### src/rtl/lsu_pkg.sv
package lsu_pkg;
  typedef enum logic [3:0] {
    OP_LB  = 4'd0,
    OP_LH  = 4'd1,
    OP_LWL = 4'd2,
    OP_LW  = 4'd3,
    OP_LBU = 4'd4,
    OP_LHU = 4'd5,
    OP_LWR = 4'd6,
    OP_SB  = 4'd8,
    OP_SH  = 4'd9,
    OP_SWL = 4'd10,
    OP_SW  = 4'd11,
    OP_SWR = 4'd14
  } lsu_op_e;
endpackage

### src/rtl/lsu_load_merge.sv
module lsu_load_merge import lsu_pkg::*; #(
  parameter int DATA_W = 32,
  localparam int NB    = DATA_W / 8,
  localparam int OFF_W = $clog2(NB)
) (
  input  lsu_op_e           op_i,
  input  logic [OFF_W-1:0]  off_i,
  input  logic [DATA_W-1:0] reg_i,
  input  logic [DATA_W-1:0] mem_i,
  output logic [DATA_W-1:0] data_o
);
  localparam int SH_W = $clog2(DATA_W);
  logic [SH_W-1:0]   sh_l, sh_r, sh_h;
  logic [DATA_W-1:0] ones;
  logic [7:0]        byte_v;
  logic [15:0]       half_v;

  always_comb begin
    ones   = '1;
    sh_l   = SH_W'((NB - 1 - int'(off_i)) * 8);
    sh_r   = SH_W'(int'(off_i) * 8);
    sh_h   = sh_r & ~SH_W'(8);  // halfword lane: drop byte bit
    byte_v = mem_i[sh_r +: 8];
    half_v = mem_i[sh_h +: 16];
    case (op_i)
      OP_LB:   data_o = {{(DATA_W-8){byte_v[7]}}, byte_v};
      OP_LBU:  data_o = {{(DATA_W-8){1'b0}}, byte_v};
      OP_LH:   data_o = {{(DATA_W-16){half_v[15]}}, half_v};
      OP_LHU:  data_o = {{(DATA_W-16){1'b0}}, half_v};
      OP_LWL:  data_o = (mem_i << sh_l) | (reg_i & ~(ones << sh_l));
      OP_LWR:  data_o = (mem_i >> sh_r) | (reg_i & ~(ones >> sh_r));
      default: data_o = mem_i;
    endcase
  end
endmodule

### src/rtl/lsu_store_merge.sv
module lsu_store_merge import lsu_pkg::*; #(
  parameter int DATA_W = 32,
  localparam int NB    = DATA_W / 8,
  localparam int OFF_W = $clog2(NB)
) (
  input  lsu_op_e           op_i,
  input  logic [OFF_W-1:0]  off_i,
  input  logic [DATA_W-1:0] reg_i,
  input  logic [DATA_W-1:0] mem_i,
  output logic [DATA_W-1:0] data_o
);
  localparam int SH_W = $clog2(DATA_W);
  logic [SH_W-1:0]   sh_l, sh_r, sh_h;
  logic [DATA_W-1:0] ones;

  always_comb begin
    ones   = '1;
    sh_r   = SH_W'((NB - 1 - int'(off_i)) * 8);
    sh_l   = SH_W'(int'(off_i) * 8);
    sh_h   = sh_l & ~SH_W'(8);
    data_o = mem_i;
    case (op_i)
      OP_SB:   data_o[sh_l +: 8]  = reg_i[7:0];
      OP_SH:   data_o[sh_h +: 16] = reg_i[15:0];
      OP_SWL:  data_o = (reg_i >> sh_r) | (mem_i & ~(ones >> sh_r));
      OP_SWR:  data_o = (reg_i << sh_l) | (mem_i & ~(ones << sh_l));
      default: data_o = reg_i;
    endcase
  end
endmodule

### src/rtl/unaligned_lsu.sv
module unaligned_lsu import lsu_pkg::*; #(
  parameter int DATA_W = 32,
  parameter int ADDR_W = 32,
  parameter int IDX_W  = 5
) (
  input  logic              clk_i,
  input  logic              rst_ni,
  input  logic              req_valid_i,
  output logic              req_ready_o,
  input  logic [3:0]        req_op_i,
  input  logic [ADDR_W-1:0] req_addr_i,
  input  logic [DATA_W-1:0] req_reg_i,
  input  logic [IDX_W-1:0]  req_idx_i,
  output logic              mem_valid_o,
  input  logic              mem_ready_i,
  output logic              mem_we_o,
  output logic [ADDR_W-1:0] mem_addr_o,
  output logic [DATA_W-1:0] mem_wdata_o,
  input  logic [DATA_W-1:0] mem_rdata_i,
  output logic              wb_valid_o,
  output logic [IDX_W-1:0]  wb_idx_o,
  output logic [DATA_W-1:0] wb_data_o
);
  localparam int NB    = DATA_W / 8;
  localparam int OFF_W = $clog2(NB);

  typedef enum logic [1:0] {ST_IDLE, ST_READ, ST_WRITE, ST_RESP} state_e;

  state_e            state_q, state_d;
  lsu_op_e           op_q;
  logic [ADDR_W-1:0] addr_q;
  logic [DATA_W-1:0] reg_q, rdata_q, ld_data, st_data;
  logic [IDX_W-1:0]  idx_q;
  logic [OFF_W-1:0]  off;
  logic              is_store;

  assign off      = addr_q[OFF_W-1:0];
  assign is_store = op_q[3];

  always_comb begin
    state_d = state_q;
    case (state_q)
      ST_IDLE:  if (req_valid_i) state_d = ST_READ;
      ST_READ:  if (mem_ready_i) state_d = is_store ? ST_WRITE : ST_RESP;
      ST_WRITE: if (mem_ready_i) state_d = ST_IDLE;
      default:  state_d = ST_IDLE;
    endcase
  end

  always_ff @(posedge clk_i or negedge rst_ni) begin
    if (!rst_ni) begin
      state_q <= ST_IDLE;
      op_q    <= OP_LW;
      addr_q  <= '0;
      reg_q   <= '0;
      idx_q   <= '0;
      rdata_q <= '0;
    end else begin
      state_q <= state_d;
      if (state_q == ST_IDLE && req_valid_i) begin
        op_q   <= lsu_op_e'(req_op_i);
        addr_q <= req_addr_i;
        reg_q  <= req_reg_i;
        idx_q  <= req_idx_i;
      end
      if (state_q == ST_READ && mem_ready_i) rdata_q <= mem_rdata_i;
    end
  end

  lsu_load_merge #(.DATA_W(DATA_W)) u_load (
    .op_i(op_q), .off_i(off), .reg_i(reg_q), .mem_i(rdata_q), .data_o(ld_data)
  );

  lsu_store_merge #(.DATA_W(DATA_W)) u_store (
    .op_i(op_q), .off_i(off), .reg_i(reg_q), .mem_i(rdata_q), .data_o(st_data)
  );

  assign req_ready_o = (state_q == ST_IDLE);
  assign mem_valid_o = (state_q == ST_READ) || (state_q == ST_WRITE);
  assign mem_we_o    = (state_q == ST_WRITE);
  assign mem_addr_o  = {addr_q[ADDR_W-1:OFF_W], {OFF_W{1'b0}}};
  assign mem_wdata_o = st_data;
  assign wb_valid_o  = (state_q == ST_RESP) && (idx_q != '0);
  assign wb_idx_o    = idx_q;
  assign wb_data_o   = ld_data;

  AST_BUSY_AFTER_ACCEPT: assert property (@(posedge clk_i) disable iff (!rst_ni)
    req_valid_i && req_ready_o |=> !req_ready_o) else $error("busy");
  AST_HOLD_UNTIL_READY: assert property (@(posedge clk_i) disable iff (!rst_ni)
    mem_valid_o && !mem_ready_i |=> mem_valid_o && $stable(mem_addr_o) && $stable(mem_we_o))
    else $error("hold");
  AST_LWL_FULL_WORD: assert property (@(posedge clk_i) disable iff (!rst_ni)
    state_q == ST_RESP && op_q == OP_LWL && off == OFF_W'(NB-1) |-> wb_data_o == rdata_q)
    else $error("lwl");
  AST_SWR_FULL_WORD: assert property (@(posedge clk_i) disable iff (!rst_ni)
    mem_we_o && op_q == OP_SWR && off == '0 |-> mem_wdata_o == reg_q) else $error("swr");
  AST_WB_AFTER_READ: assert property (@(posedge clk_i) disable iff (!rst_ni)
    wb_valid_o |-> $past(mem_valid_o && mem_ready_i && !mem_we_o)) else $error("wb");
  AST_WB_SINGLE: assert property (@(posedge clk_i) disable iff (!rst_ni)
    wb_valid_o |=> !wb_valid_o) else $error("wb1");
  AST_WRITE_AFTER_READ: assert property (@(posedge clk_i) disable iff (!rst_ni)
    $rose(mem_valid_o && mem_we_o) |-> $past(mem_valid_o && mem_ready_i && !mem_we_o))
    else $error("rmw");
endmodule

### config.mk
export PLATFORM = sky130hd
export DESIGN_NAME = unaligned_lsu
export DESIGN_NICKNAME = d
export VERILOG_FILES = /design/src/rtl/lsu_pkg.sv /design/src/rtl/lsu_load_merge.sv /design/src/rtl/lsu_store_merge.sv /design/src/rtl/unaligned_lsu.sv
export SDC_FILE = /design/constraint.sdc
export NUM_CORES = 1
export LEC_CHECK = 0
export BUFFER_PORTS_ARGS = -buffer_cell sky130_fd_sc_hd__buf_4
export CAP_MARGIN = 40
export CORE_ASPECT_RATIO = 0.8
export CORE_UTILIZATION = 56
export DETAILED_ROUTE_END_ITERATION = 10
export MAX_ROUTING_LAYER = met4
export PLACE_DENSITY_LB_ADDON = 0.1
export SYNTH_ARGS = -nofsm -noshare
export SYNTH_HDL_FRONTEND = slang
export SYNTH_SLANG_ARGS = --single-unit
### constraint.sdc
create_clock -name clk_i -period 3.9 [get_ports clk_i]
set_input_delay 1.17 -clock clk_i [delete_from_list [all_inputs] [get_ports clk_i]]
set_output_delay 1.17 -clock clk_i [all_outputs]
set_load 0.02 [all_outputs]
* Yosys cells after proc, flatten, opt, wreduce, memory -nomap -nowiden *
Cells that the tools add are included.
W data, S select, Z words.

word-level totals
  flip-flop bits (word level) = 107
  logic and storage cells = 67
  output and inout bits = 105

cells by class
  eq/ne operators = 15
  shift-type cells = 14
  muxes and demuxes = 9
  add/subtract/negate cells = 3
  reductions and logical operators = 8
  bitwise logic cells = 12

operators with widths
  operator                   number
  $pmux W32 S6               1
  $and A32 B32 Y32           4
  $not A32 Y32               4
  $or A32 B32 Y32            4
  $pmux W32 S4               1
  $bwmux W32                 2
  $shl A32 B5 Y32            2
  $shl A32 B5 Y32 const A    2
  $shr A32 B5 Y32            2
  $shr A32 B5 Y32 const A    2
  $shift A16 B7 Y32 const A  1
  $shift A8 B7 Y32 const A   1
  $shiftx A16 B7 Y32         1
  $shiftx A32 B6 Y16         1
  $shiftx A32 B6 Y8          1
  $shiftx A8 B7 Y32          1
  $eq A4 B4 Y1 const B       4
  $neg A5 Y7                 2
  $eq A4 B3 Y1 const B       3
  $mux W2                    3
  $ne A2 B2 Y1 const B       3
  $pmux W2 S3                1
  $reduce_bool A5 Y1         1
  $eq A2 B2 Y1 const B       2
  other kinds (10)           12

* Logic depth before layout (Yosys ltp) *
  word-level depth = 6
  gate-level depth with buffers = 11
  gate-level depth less buffers = 6

* Modules after synthesis *
Synthesis repeated with hierarchy kept, for this count alone.

unflattened totals
  cells, all modules = 972
  area, all modules = 9415.3 µm²

modules (own cells, without submodules)
  module           area an instance (µm²)  cells an instance  times used
  unaligned_lsu    4386.7                  272                1
  lsu_store_merge  3016.6                  426                1
  lsu_load_merge   2011.9                  274                1

* Worst setup path before layout *
No wires, ideal clock.

  path type = register to output
  start point = register addr_q[1]
  end point = output port mem_wdata_o[6]
  setup slack = 139 ps
  cell stages (with the launch flop) = 12
  data arrival time = 2591 ps
  path through = dfrtp_1 buf_6 buf_2 inv_2 clkbuf_1 buf_2 ha_1 inv_1 clkbuf_1 a22oi_1 o221ai_1 o32a_1

on the way
  longest elaborated chain between the ends = 6

ends and longest elaborated chain
  element                                             line                   text
  from (decl)                                         unaligned_lsu.sv:31    logic [ADDR_W-1:0] addr_q;
  from (signal assigned)                              unaligned_lsu.sv:62    addr_q <= req_addr_i;
  branches (longest 5 deep; another with $neg A5 Y7)  n/a
  $pmux W32 S4 *                                      lsu_store_merge.sv:22  case (op_i)
  to (decl)                                           unaligned_lsu.sv:18    output logic [DATA_W-1:0] mem_wdata_o,

Every way passes the cells marked *.

* Final worst setup path *
  start point = register addr_q[1]
  end point = output port wb_data_o[31]

on the way
  longest elaborated chain between the ends = 6

ends and longest elaborated chain
  element           line                  text
  $sub A2 B2 Y2     lsu_load_merge.sv:20  sh_l = SH_W'((NB - 1 - int'(off_i)) * 8);
  $shl A32 B5 Y32   lsu_load_merge.sv:30  OP_LWL: data_o = (mem_i << sh_l) | (reg_i & ~(ones << sh_l));
  $not A32 Y32      lsu_load_merge.sv:30
  $and A32 B32 Y32  lsu_load_merge.sv:30
  $or A32 B32 Y32   lsu_load_merge.sv:30
  $pmux W32 S6 *    lsu_load_merge.sv:25  case (op_i)
  to (decl)         unaligned_lsu.sv:22   output logic [DATA_W-1:0] wb_data_o

Mark *: on every way between the ends. The rest lies on a longest branch, timed or not.

==> out/results.ini <==
[cts]
cts_buffer_depth = 2
htree_levels = 3
worstSkewPairLatency_ns = 0.37
cts_made_buffers = 9
clock_sinks = 107
clk_pin_slew_ns = 0.09
cts-root-buf = clkbuf_16
cts_tree = yes

[synthesis]
synth_top_cell_by_area = dfrtp_1
yosysWarnings = 0
synthArstFlopShare_pct = 100
syn_area_sq_mm = 0.00907
synth.area.top_cells = dfrtp_1 29%, mux2_2 15%, mux2i_1 6.7%, buf_4 3.6%, a21oi_1 3.6%
ys_seq_area_share_pct = 29.5
ys.flop_type = dfrtp_1
synth.distinct_cells = 65
post_synth_inst_count = 956
ys_ff_latch = 107
synth_top_area_share_pct = 29.0
synth_edf_count = 0
syn_avg_cell_area_sq_um = 9.49

[worst_setup_path]
crit_path_max_fanout = 9
path_cells = mux4_2 > nor4b_4 > a211oi_4 > buf_4 > a21oi_1 > buf_4
rr_endpoint = reg_q[25]
arrival_ns = 2.70
cp.required_ns = 2.73
crit_path_top_delay_cell = mux4_2
cp-start-kind = flop
crit_path_end_kind = output pin
cp_common_cell = buf_4
rr_startpoint = state_q[0]
rrSetupSlack_ns = 1.98
timing_worst_setup_path_type = reg2out
reg2regPathDepth = 5
slowest_delay_ns = 0.59

[sta]
skew_ns = 0.0103
finalSetupViolCount = 0
max_freq_ghz = 0.259
fin_crit_ns = 3.87
drv_slew = 0
timing.final.crit_share_pct = 99.2
setup_tns_ns = 0
worst_slew_pin_slew_ns = 0.726
slew_headroom_pct = 51.6
finalHoldViolCount = 0

[routing]
routedWlPerCell_microns = 25.4
drtAntennaViolNets = 0
wirelength_microns = 33400
vias_per_cell = 6.78
drc = 0
dr.pass1.iters = 7
drt_iter0_markers = 1211
via_count = 8918

[global_routing]
antenna_found_initial = 1
grt_pass1_vias = 8314
grt.overflow.total = 0
grt.total_usage_pct = 41.9
grt_pass1_wl_microns = 49900
grt_max_degree = 68

[die]
die_x_microns = 144
core-area_sq_mm = 0.0158
io_pins = 214
die-height_microns = 116
rows = 41
die_area_sq_mm = 0.0167
initial_core_util_pct = 57.4

[layout]
multi_input_area_sq_mm = 0.00559
regArea_sq_mm = 0.00269
fin_cells = 1316
final_common_cell = buf_4
drive_gt1_share_pct = 39.3
nFillCells = 1322
syn_to_final_growth_pct = 21.1
fin_nets = 1215
final_cell_mix = 258 x buf_4, 123 x mux2_2, 103 x dfrtp_1

[status]
status = finished, final reports clean

[hold_path]
hold_start = addr_q[24]
hold_class = reg2reg
holdPathEnd = addr_q[24]
hold_depth = 1

[job]
drv_cap = 0

[place]
placedCellCount = 1297
hpwl_microns = 23400
io_buffers = 211
routabilityCongestion = 1.05

## through the flow
| stage | utilization (%) | hold WS (ns) | worst slack, ns | area [sq um] |
|---|---|---|---|---|
| final | 69.6 | 0.508 | 0.0324 | 11000 |
| after global routing | 69.6 | 0.521 | -0.0173 | 11000 |
| after CTS | 69.3 | 0.514 | 0.0880 | 11000 |
| after detailed placement | 67.3 | 0.495 | 0.503 | 10600 |
| after global placement | 67.3 | 0.489 | 0.507 | 10600 |
| after floorplan | - | 0.481 | 0.139 | 9080 |
## cell type report
type	count	share of cell area (%)
Antenna cell	1	0.0228
Clock buffer	9	2.05
Clock inverter	7	0.899
Inverter	22	0.786
Multi-Input combinational cell	692	50.9
Sequential cell	107	24.5
Tap cell	215	2.45
Timing Repair Buffer	263	18.5
## flip-flops by register name (all words and copies together), names as in the netlist
signal    flops
rdata_q      32
op_q          4
addr_q       32
state_q       2
reg_q        32
wb_idx_o      5
## cells by family (layout without fill, tap and decap cells)
kind of cell	Yosys count	in the layout	share of synthesized area, %
simple gates	210	210	12.8
flops	107	107	29.5
mux	193	193	24.3
buf+inv	158	301	9.03
other cells	1	3	0.0413
compound gates	276	276	22.8
fa+ha+maj	11	11	1.52
## critical path: cells and delay by family (launching register included)
family / cells / cell delay [ns]
buf+inv: 2 / 0.42
compound gates: 2 / 0.63
flops: 1 / 0.49
simple gates: 1 / 0.18
mux: 1 / 0.59
## per-layer routing
| layer | up-vias | GRT usage, % | part of all wire [%] |
|---|---|---|---|
| li1 | 3865 | - | - |
| met1 | 4228 | 58.0 | 41 |
| met5 | - | - | 0 |
| met2 | 701 | 57.2 | 41 |
| met3 | 124 | 11.8 | 15 |
| met4 | 0 | 16.4 | 3.8 |
## repair_timing
action	in CTS	in global routing
resized for setup	0	4
hold buffers	0	0
setup buffers	0	2
setup endpoints to repair	0	16
## Yosys cell counts (3+ instances only)
library cell / instances
inv_1: 20
buf_2: 29
o21ai_0: 19
a221oi_1: 5
nor4bb_1: 3
mux2_2: 123
and2_1: 16
a21oi_1: 65
clkbuf_1: 52
buf_6: 3
a32oi_1: 6
nor2b_1: 42
dfrtp_1: 105
o221ai_1: 35
a31oi_1: 18
nand3b_1: 3
a222oi_1: 16
o32a_1: 24
nor2_1: 66
ha_1: 11
buf_1: 6
a22o_1: 23
a221o_1: 6
nand2b_1: 16
mux2i_1: 61
o211ai_1: 19
buf_4: 44
mux4_2: 7
nand4bb_1: 3
nand2_1: 32
nand3_1: 13
a22oi_1: 25
## how the worst max path moves through the flow
stage	start	to	slack, ns	cells after the start
2_1_floorplan	addr_q[1]	mem_wdata_o[6]	0.14	11
3_3_place_gp	op_q[0]	mem_wdata_o[11]	0.51	5
3_5_place_dp	op_q[0]	mem_wdata_o[11]	0.50	5
4_1_cts	op_q[0]	mem_wdata_o[11]	0.09	5
5_1_grt	addr_q[1]	mem_wdata_o[1]	-0.02	8
6_report	addr_q[1]	wb_data_o[31]	0.03	6
Power is not shown: default switching activity piles up to over one toggle a cycle in this logic, so the estimate is an artifact.
